--- config.mk ---
export PLATFORM = sky130hd
export DESIGN_NAME = eep_slave
export DESIGN_NICKNAME = d
export VERILOG_FILES = /design/src/rtl/eep_pkg.sv /design/src/rtl/eep_sync.sv /design/src/rtl/eep_mem.sv /design/src/rtl/eep_slave.sv
export SDC_FILE = /design/constraint.sdc
export NUM_CORES = 2
export LEC_CHECK = 0
export BUFFER_PORTS_ARGS = -buffer_cell sky130_fd_sc_hd__clkbuf_2
export CAP_MARGIN = 20
export CORE_MARGIN = 5
export CORE_UTILIZATION = 55
export CTS_BUF_LIST = sky130_fd_sc_hd__clkbuf_8
export DETAILED_ROUTE_END_ITERATION = 8
export PLACE_DENSITY_LB_ADDON = 0.12
export RECOVER_POWER = 50
export SYNTH_ARGS = -nofsm -noshare
export SYNTH_HDL_FRONTEND = slang
export SYNTH_HIERARCHICAL = 1
export SYNTH_SLANG_ARGS = --single-unit
export TNS_END_PERCENT = 20
--- constraint.sdc ---
create_clock -name clk -period 16.85 [get_ports clk]
set_input_delay 0.8425 -clock clk [delete_from_list [all_inputs] [get_ports clk]]
set_output_delay 0.8425 -clock clk [all_outputs]
set_load 0.01 [all_outputs]
--- src/rtl/eep_pkg.sv ---
`timescale 1ns/1ps
package eep_pkg;

  typedef enum logic [2:0] {
    S_IDLE, S_RX, S_RXACK, S_TX, S_TXACK, S_TXNEXT, S_IGNORE
  } st_t;

  typedef enum logic [1:0] {
    K_SEL, K_AHI, K_ALO, K_DATA
  } kind_t;

  // number of select-byte strap positions borrowed as address bits
  function automatic int borrow_bits(input int aw, input bit wide);
    int n;
    n = (wide || aw <= 8) ? 0 : aw - 8;
    if (n > 3) n = 3;
    return n;
  endfunction

  // device select match: family code plus the strap positions not borrowed
  function automatic logic dev_match(input logic [7:0] b, input logic [2:0] strap,
                                     input int borrowed);
    logic ok;
    ok = (b[7:4] == 4'b1010);
    for (int j = 0; j < 3; j++)
      if (j >= borrowed && b[j+1] != strap[j]) ok = 1'b0;
    return ok;
  endfunction

endpackage

--- src/rtl/eep_sync.sv ---
`timescale 1ns/1ps
module eep_sync #(
  parameter int STAGES = 2
) (
  input  logic clk,
  input  logic rst_n,
  input  logic scl_i,
  input  logic sda_i,
  output logic scl_s,
  output logic sda_s,
  output logic scl_rise,
  output logic scl_fall,
  output logic start_det,
  output logic stop_det
);
  logic [STAGES-1:0] scl_q, sda_q;
  logic scl_d, sda_d;

  always_ff @(posedge clk or negedge rst_n) begin
    if (!rst_n) begin
      scl_q <= '1;
      sda_q <= '1;
      scl_d <= 1'b1;
      sda_d <= 1'b1;
    end else begin
      scl_q <= {scl_q[STAGES-2:0], scl_i};
      sda_q <= {sda_q[STAGES-2:0], sda_i};
      scl_d <= scl_q[STAGES-1];
      sda_d <= sda_q[STAGES-1];
    end
  end

  assign scl_s     = scl_q[STAGES-1];
  assign sda_s     = sda_q[STAGES-1];
  assign scl_rise  = scl_s & ~scl_d;
  assign scl_fall  = ~scl_s & scl_d;
  assign start_det = scl_s & scl_d & sda_d & ~sda_s;
  assign stop_det  = scl_s & scl_d & ~sda_d & sda_s;

endmodule

--- src/rtl/eep_mem.sv ---
`timescale 1ns/1ps
module eep_mem #(
  parameter int DEPTH = 512,
  localparam int AW = $clog2(DEPTH)
) (
  input  logic          clk,
  input  logic          we,
  input  logic [AW-1:0] waddr,
  input  logic [7:0]    wdata,
  input  logic [AW-1:0] raddr,
  output logic [7:0]    rdata
);
  logic [7:0] cells [DEPTH];

  always_ff @(posedge clk) begin
    if (we) cells[waddr] <= wdata;
  end

  assign rdata = cells[raddr];

endmodule

--- src/rtl/eep_slave.sv ---
`timescale 1ns/1ps
module eep_slave
  import eep_pkg::*;
#(
  parameter int MEM_BYTES = 512,
  parameter bit WIDE_ADDR = 1'b0,
  parameter int BUSY_CLKS = 500,
  parameter int SYNC_STAGES = 2
) (
  input  logic       clk,
  input  logic       rst_n,
  input  logic       scl_i,
  input  logic       sda_i,
  input  logic [2:0] strap_i,
  input  logic       wp_i,
  output logic       sda_pull_o
);
  localparam int AW  = $clog2(MEM_BYTES);
  localparam int BRW = borrow_bits(AW, WIDE_ADDR);
  localparam int BW  = $clog2(BUSY_CLKS + 1);

  logic scl_s, sda_s, scl_rise, scl_fall, start_det, stop_det;

  eep_sync #(.STAGES(SYNC_STAGES)) u_sync (
    .clk(clk), .rst_n(rst_n), .scl_i(scl_i), .sda_i(sda_i),
    .scl_s(scl_s), .sda_s(sda_s), .scl_rise(scl_rise), .scl_fall(scl_fall),
    .start_det(start_det), .stop_det(stop_det)
  );

  st_t           st;
  kind_t         kind;
  logic [3:0]    cnt;
  logic [7:0]    sh;
  logic [7:0]    addr_hi;
  logic [2:0]    sel_hi;
  logic          rd;
  logic          wr_pend;
  logic [AW-1:0] ptr;
  logic [BW-1:0] busy_cnt;
  logic          pull;

  // named events for assertions
  logic          rx_done, sel_ok, mem_we, busy;
  logic [7:0]    rdata;
  logic [AW-1:0] load_ptr;

  assign rx_done = (st == S_RX) && scl_fall && (cnt == 4'd8);
  assign busy    = (busy_cnt != '0);
  assign sel_ok  = dev_match(sh, strap_i, BRW) && !busy;
  assign mem_we  = rx_done && (kind == K_DATA) && !wp_i;

  always_comb begin
    logic [15:0] wide_a;
    logic [10:0] narrow_a;
    wide_a   = {addr_hi, sh};
    narrow_a = {sel_hi, sh};
    load_ptr = WIDE_ADDR ? wide_a[AW-1:0] : narrow_a[AW-1:0];
  end

  eep_mem #(.DEPTH(MEM_BYTES)) u_mem (
    .clk(clk), .we(mem_we), .waddr(ptr), .wdata(sh), .raddr(ptr), .rdata(rdata)
  );

  always_ff @(posedge clk or negedge rst_n) begin
    if (!rst_n) begin
      st       <= S_IDLE;
      kind     <= K_SEL;
      cnt      <= '0;
      sh       <= '0;
      addr_hi  <= '0;
      sel_hi   <= '0;
      rd       <= 1'b0;
      wr_pend  <= 1'b0;
      ptr      <= '0;
      busy_cnt <= '0;
      pull     <= 1'b0;
    end else if (stop_det) begin
      st      <= S_IDLE;
      pull    <= 1'b0;
      wr_pend <= 1'b0;
      if (wr_pend) busy_cnt <= BW'(BUSY_CLKS);
      else if (busy) busy_cnt <= busy_cnt - BW'(1);
    end else begin
      if (busy) busy_cnt <= busy_cnt - BW'(1);
      if (start_det) begin
        st   <= S_RX;
        kind <= K_SEL;
        cnt  <= '0;
        pull <= 1'b0;
      end else begin
        case (st)
          S_RX: begin
            if (scl_rise && cnt != 4'd8) begin
              sh  <= {sh[6:0], sda_s};
              cnt <= cnt + 4'd1;
            end else if (rx_done) begin
              cnt <= '0;
              case (kind)
                K_SEL: begin
                  if (sel_ok) begin
                    pull   <= 1'b1;
                    st     <= S_RXACK;
                    rd     <= sh[0];
                    sel_hi <= sh[3:1];
                    kind   <= WIDE_ADDR ? K_AHI : K_ALO;
                  end else begin
                    st <= S_IGNORE;
                  end
                end
                K_AHI: begin
                  addr_hi <= sh;
                  pull    <= 1'b1;
                  st      <= S_RXACK;
                  kind    <= K_ALO;
                end
                K_ALO: begin
                  ptr  <= load_ptr;
                  pull <= 1'b1;
                  st   <= S_RXACK;
                  kind <= K_DATA;
                end
                default: begin
                  if (wp_i) begin
                    st <= S_IGNORE;
                  end else begin
                    ptr     <= ptr + AW'(1);
                    wr_pend <= 1'b1;
                    pull    <= 1'b1;
                    st      <= S_RXACK;
                  end
                end
              endcase
            end
          end
          S_RXACK: begin
            if (scl_fall) begin
              cnt <= '0;
              if (rd) begin
                st   <= S_TX;
                sh   <= rdata;
                pull <= ~rdata[7];
              end else begin
                st   <= S_RX;
                pull <= 1'b0;
              end
            end
          end
          S_TX: begin
            if (scl_fall) begin
              if (cnt == 4'd7) begin
                pull <= 1'b0;
                st   <= S_TXACK;
              end else begin
                pull <= ~sh[6];
                sh   <= {sh[6:0], 1'b0};
                cnt  <= cnt + 4'd1;
              end
            end
          end
          S_TXACK: begin
            if (scl_rise) begin
              ptr <= ptr + AW'(1);
              st  <= sda_s ? S_IGNORE : S_TXNEXT;
            end
          end
          S_TXNEXT: begin
            if (scl_fall) begin
              st   <= S_TX;
              sh   <= rdata;
              pull <= ~rdata[7];
              cnt  <= '0;
            end
          end
          default: ;
        endcase
      end
    end
  end

  assign sda_pull_o = pull;

  // the line is left alone while idle or ignoring the bus
  p_quiet_idle_r10: assert property (@(posedge clk) disable iff (!rst_n)
    (st == S_IDLE || st == S_IGNORE) |-> !sda_pull_o);

  // the drive changes only in the low phase of the bus clock
  p_pull_scl_low_r10: assert property (@(posedge clk) disable iff (!rst_n)
    (sda_pull_o != $past(sda_pull_o)) |-> !scl_s);

  // no drive at all during the internal write cycle
  p_busy_silent_r7: assert property (@(posedge clk) disable iff (!rst_n)
    busy |-> !sda_pull_o);

  // every stored byte advances the pointer by one, wrapping
  p_ptr_step_r3: assert property (@(posedge clk) disable iff (!rst_n)
    mem_we |=> (ptr == $past(ptr) + AW'(1)));

  // a refused read ends in the ignore state after the master NACK
  p_nack_ends_r6: assert property (@(posedge clk) disable iff (!rst_n)
    (st == S_TXACK && scl_rise && sda_s && !stop_det && !start_det) |=> (st == S_IGNORE));

endmodule

======== Word-level counts from Yosys, hierarchy flattened ========
Memories as Yosys holds them, arrays and structs flattened.
Index checks and enable logic that the tools add are counted.
storage, ports and cells
  input bits .............................. 8
  memories kept ........................... 1
  flip-flop bits (word level) ............. 45
  RAM bits ................................ 4096
  logic and storage cells ................. 177
  output and inout bits ................... 1
memory list
  name         depth  bits a word  read ports  clocked after Yosys merged registers in  wr ports  RTL line       RTL
  u_mem.cells  512    8            1           0                                        1         eep_mem.sv:13  logic [7:0] cells [DEPTH];
cells by class
  multiplexer cells ....................... 67
  add/subtract/negate cells ............... 3
  equality and inequality tests ........... 44
  reduce and logical (&&, ||, !) cells .... 32
  bitwise logic cells ..................... 16
operator list
  kind                 count
  $mux 9               7
  $mux 8               6
  $pmux 9 s2           2
  $mux 3               11
  $ne 4x4->1 const B   8
  $pmux 8 s4           1
  $mux 4               6
  $reduce_and 8->1     3
  $ne 2x2->1 const B   11
  $mux 1               21
  $reduce_and 6->1     3
  $pmux 3 s5           1
  $mux 2               7
  $pmux 4 s3           1
  $reduce_bool 4->1    3
  $reduce_bool 2->1    5
  $add 9x1->9 const B  1
  $ne 3x3->1 const B   3
  $not 1->1            9
  $reduce_and 9->1     1
  $reduce_bool 9->1    1
  $sub 9x1->9 const B  1
  $eq 4x4->1 const B   2
  $ne 2x1->1 const B   4
  26 further kinds     44

======== Logic depth before layout (Yosys ltp) ========
  depth after elaboration ................. 11
  gate-level depth with buffers ........... 17
  depth with buffers taken out ............ 12

======== By module ========
Netlist, hierarchy kept.
modules (own cells, without submodules)
  module     area an instance (µm²)  sequential area each (µm²)  instances  cells an instance
  eep_mem    159767.0                122998.0                    1          8022
  eep_slave  2521.2                  975.9                       1          275
  eep_sync   190.2                   157.7                       1          10

======== Least setup slack after synthesis ========
Ideal clock, no wire load.
  kind .................................... reg-to-reg
  start point ............................. register sh[5]
  end point ............................... register sel_hi[0]
  arrival time ............................ 7.860 ns
  path slack .............................. 8.825 ns
  data required time ...................... 16.685 ns
  buffers on the path ..................... 0
  cell stages (with the launch flop) ...... 6
  period minus slack after synthesis ...... 8.025 ns
  setup time .............................. 0.165 ns
  cell sequence ........................... dfrtp_1 > nand4bb_1 > or4_1 > nor3_2 > nand4_1 > mux2_1
between the ends
  word-level cells in the longest chain between the ends .. 5
ends and longest elaborated chain
  item                        RTL line          RTL
  start, declared             eep_slave.sv:33   logic [7:0] sh;
  start signal, assigned      eep_slave.sv:94   sh <= {sh[6:0], sda_s};
  start signal, assigned      eep_slave.sv:140  sh <= rdata;
  start signal, assigned      eep_slave.sv:155  sh <= {sh[6:0], 1'b0};
  $eq 4x4->1                  eep_pkg.sv:24     ok = (b[7:4] == 4'b1010);
  $mux 1 (2 in a row)         eep_pkg.sv:26     if (j >= borrowed && b[j+1] != strap[j]) ok = 1'b0;
  $logic_and 1x1->1           eep_slave.sv:49   assign sel_ok = dev_match(sh, strap_i, BRW) && !busy;
  $reduce_and 7->1 (no line)  --
  end signal, assigned        eep_slave.sv:104  sel_hi <= sh[3:1];
  end, declared               eep_slave.sv:35   logic [2:0] sel_hi;
Every way passes these cells.
A chain may end at the register's enable or synchronous reset.

======== Final worst setup path ========
  start point ............................. register sh[3]
  end point ............................... memory u_mem.cells[474][3], data pin
RTL lines
  item           RTL line
  end, declared  eep_mem.sv:13
No word-level cell before the write port.

==> flow_summary.toml <==
[placed_design]
place_congestion = 0.8485
port_buffers = 7
post-place-ws_ns = 9.785
dp_hpwl_mm = 237.0
post_dp_cell_area_sq_mm = 0.1661

[logic_synthesis]
synth_top_area_frac = 0.7570
post_synthesis_sequential_element_count = 4141
yosysMostFrequentCell = "sky130_fd_sc_hd__edfxtp_1"
synth_cell_types = 74
post_synth_most_frequent_cells = "4096 x sky130_fd_sc_hd__edfxtp_1, 802 x sky130_fd_sc_hd__mux2i_1, 654 x sky130_fd_sc_hd__mux4_2, 617 x sky130_fd_sc_hd__nor2_1, 372 x sky130_fd_sc_hd__o221ai_1"
post_synth_main_area_contributors = "sky130_fd_sc_hd__edfxtp_1 76%, sky130_fd_sc_hd__mux4_2 9.1%, sky130_fd_sc_hd__mux2i_1 4.9%"
synth_area_leader_cell = "sky130_fd_sc_hd__edfxtp_1"
avgSynthCellArea_sq_um = 19.56
yosys_warnings = 6
cell_area_after_synthesis_sq_mm = 0.1625
syn_inst_count = 8307
synthesis.nets = 8324
number_of_enable_type_register_cells_in_the_synthesized_netlist = 4096
yosysSeqAreaShare = 0.7640
synthArstFlopShare = 0.01087
synth_top_flop_cell = "sky130_fd_sc_hd__edfxtp_1"

[setup_path]
crit_path_arrival_time_ns = 12.14
critical_path_peak_fanout = 204
worst-endpoint-required_ns = 17.66
setup.worst_path.end_class = "flip-flop"
cp-start-kind = "flip-flop"
r2r_cells = 2
crit_type = "reg -> reg"

[finish]
final-seq-area_sq_mm = 0.1241
fillers = 21053
final_design_area_no_fill_sq_mm = 0.1776
final_net_count = 8626
multi_input_comb_area_sq_mm = 0.03551
final_layout_size_suffix_gt1_frac = 0.1780
area_growth_pct = 9.285

[sta]
final_hold_violations = 0
finalWorstSetupSlack_ns = 5.529
setup_tns_ns = 0
worst_pin_slew_ns = 10.81
setup_viol = 0
slew_headroom = -6.209
rsz0062_at_grt = "no"
report.final.slew_viol_count = 3517
fin_skew_ns = 0.05025
final.min_clock_period_ns = 11.32
final.period_utilization = 0.6719
clock.fmax_mhz = 88.33

[global_routing]
track_usage = 0.2625
wire_length_of_the_first_global_routing_pass_mm = 588.3
number_of_antenna_violations_at_the_first_check_in_global_routing = 14
via_count_of_the_first_global_routing_pass = 84512
globalRouteOverflowTotal = 0
pin_count_of_the_biggest_net_entering_global_routing = 222

[die]
chip_width_um = 553.5
boundaryPins = 9
fp.coreArea_sq_mm = 0.2941
row_count = 199
die-area_sq_mm = 0.3064
die-height_um = 553.5
effective_utilization_at_floorplan = 0.5525

[clock_tree]
cts.htree.levels = 6
clock_tree.root_cell = "sky130_fd_sc_hd__clkbuf_8"
cts_max_path_buffers = 4
postCtsSetupRepairBufs = 0
clock_tree_from_tritoncts = "done"
worst_skew_pair.late_latency_ns = 1.18
cts_repair_resizes = 0
hold_buffers = 3
total_clock_buffers_created_by_cts = 654
clk_pin_slew_worst_paths_ns = 0.06
tritoncts_num_sinks = 4141

[power_and_ir_drop]
worst_ir_drop_vdd_v = 0.0004161
power.density_mw_per_mm2 = 157.4
power.static_leakage_nw = 56.18

[min_path]
min_path_type = "in -> reg"
worst_hold_path_depth = 4

[routing]
ant_nets = 0
drcViolationCount = 0
drt-vias-per-instance = 6.486
detail_route.wl_per_cell_um = 31.38
drt_iter0_markers = 9801
drt-pass1-iter-count = 8
wl_mm = 408.9
routed-via-count = 84532

[outcome]
failed_checks = "max-capacitance violations, max-slew violations"
outcome = "finished with violations"

[flow_run]
cap_violations = 42
power by group:
part / switching [mW] / internal, mW
clock: 3.86 / 3.75
combinational: 4.51 / 2.34
sequential: 0.262 / 13.2
total: 8.63 / 19.3
final timing paths:
kind                                  endpoint  slack (ns)            start
min                                    wr_pend        0.13             wp_i
max                        u_mem/cells[474][3]        5.53            sh[3]
max reg2reg                u_mem/cells[474][3]        5.53            sh[3]
min reg2reg                    u_sync/sda_q[1]        0.37  u_sync/sda_q[0]
max in group asynchronous               ptr[1]       13.72            rst_n
min in group asynchronous           sda_pull_o        1.18            rst_n
cells in the final DEF, fill, tap and decap left out, types with 39 or more instances in the layout:
cell	n
sky130_fd_sc_hd__edfxtp_1	4096
sky130_fd_sc_hd__mux2i_1	802
sky130_fd_sc_hd__clkbuf_8	662
sky130_fd_sc_hd__mux4_2	654
sky130_fd_sc_hd__nor2_1	615
sky130_fd_sc_hd__o221ai_1	372
sky130_fd_sc_hd__inv_1	228
sky130_fd_sc_hd__a21oi_1	212
sky130_fd_sc_hd__clkinv_1	170
sky130_fd_sc_hd__o22ai_1	165
sky130_fd_sc_hd__o21ai_0	127
sky130_fd_sc_hd__nand2_1	119
sky130_fd_sc_hd__nor3_1	115
sky130_fd_sc_hd__buf_4	105
sky130_fd_sc_hd__a22oi_1	61
sky130_fd_sc_hd__clkinv_2	55
sky130_fd_sc_hd__nand3_1	39
final cells by class:
| class | count | share of cell area |
|---|---|---|
| inverter | 22 | 0.0005073 |
| clock inverter | 490 | 0.01369 |
| clock buffer | 662 | 0.05131 |
| multi-input combinational | 3621 | 0.2000 |
| timing repair buffer | 169 | 0.007645 |
| tap | 3919 | 0.02761 |
| sequential | 4141 | 0.6991 |
| antenna | 8 | 0.0001127 |
per-stage QoR:
stage / total power [mW] / hold slack (ns) / instances / util
detailed placement: 20.27 / 0.3535 / 11864 / 0.5650
global route: 29.08 / 0.08691 / 13025 / 0.6038
finish: 27.95 / 0.1287 / 13032 / 0.6038
global placement: 20.09 / 0.3486 / 11861 / 0.5649
CTS: 27.85 / 0.007779 / 13019 / 0.6044
floorplan: 18.82 / 0.3452 / 8307 / -
worst max-delay path, cell delays in order, from the launching register on:
cell and delay, ns:
sky130_fd_sc_hd__dfrtp_1 1.49, sky130_fd_sc_hd__clkbuf_1 7.57, sky130_fd_sc_hd__buf_4 1.66
per-layer routing:
layer  global-route usage  up-vias  wire length [um]
li1                     -    35178                 -
met1               0.3759    44546            163800
met2               0.4106     4063            195300
met3              0.05305      743             36480
met4              0.08814        2             13390
met5                    0        -                13
logic make-up after synthesis:
group | synth area share
AO/OA/AOI/OAI | 0.04591
multiplexers | 0.1412
AND/OR/NAND/NOR | 0.02891
XOR/XNOR | 0.0003773
flip-flops | 0.7640
buffers and inverters | 0.01888
adder cells (fa/ha/maj) | 0.0006931
sequential cells by signal, indices dropped and copies added (netlist names):
name          count
st                3
sel_hi            1
cnt               4
u_sync/scl_q      2
u_mem/cells    4096
sda_pull_o        1
wr_pend           1
rd                1
busy_cnt          9
u_sync/scl_d      1
kind              2
sh                8
u_sync/sda_d      1
ptr               9
u_sync/sda_q      2
Note: power is estimated with default switching activity, not from simulation.
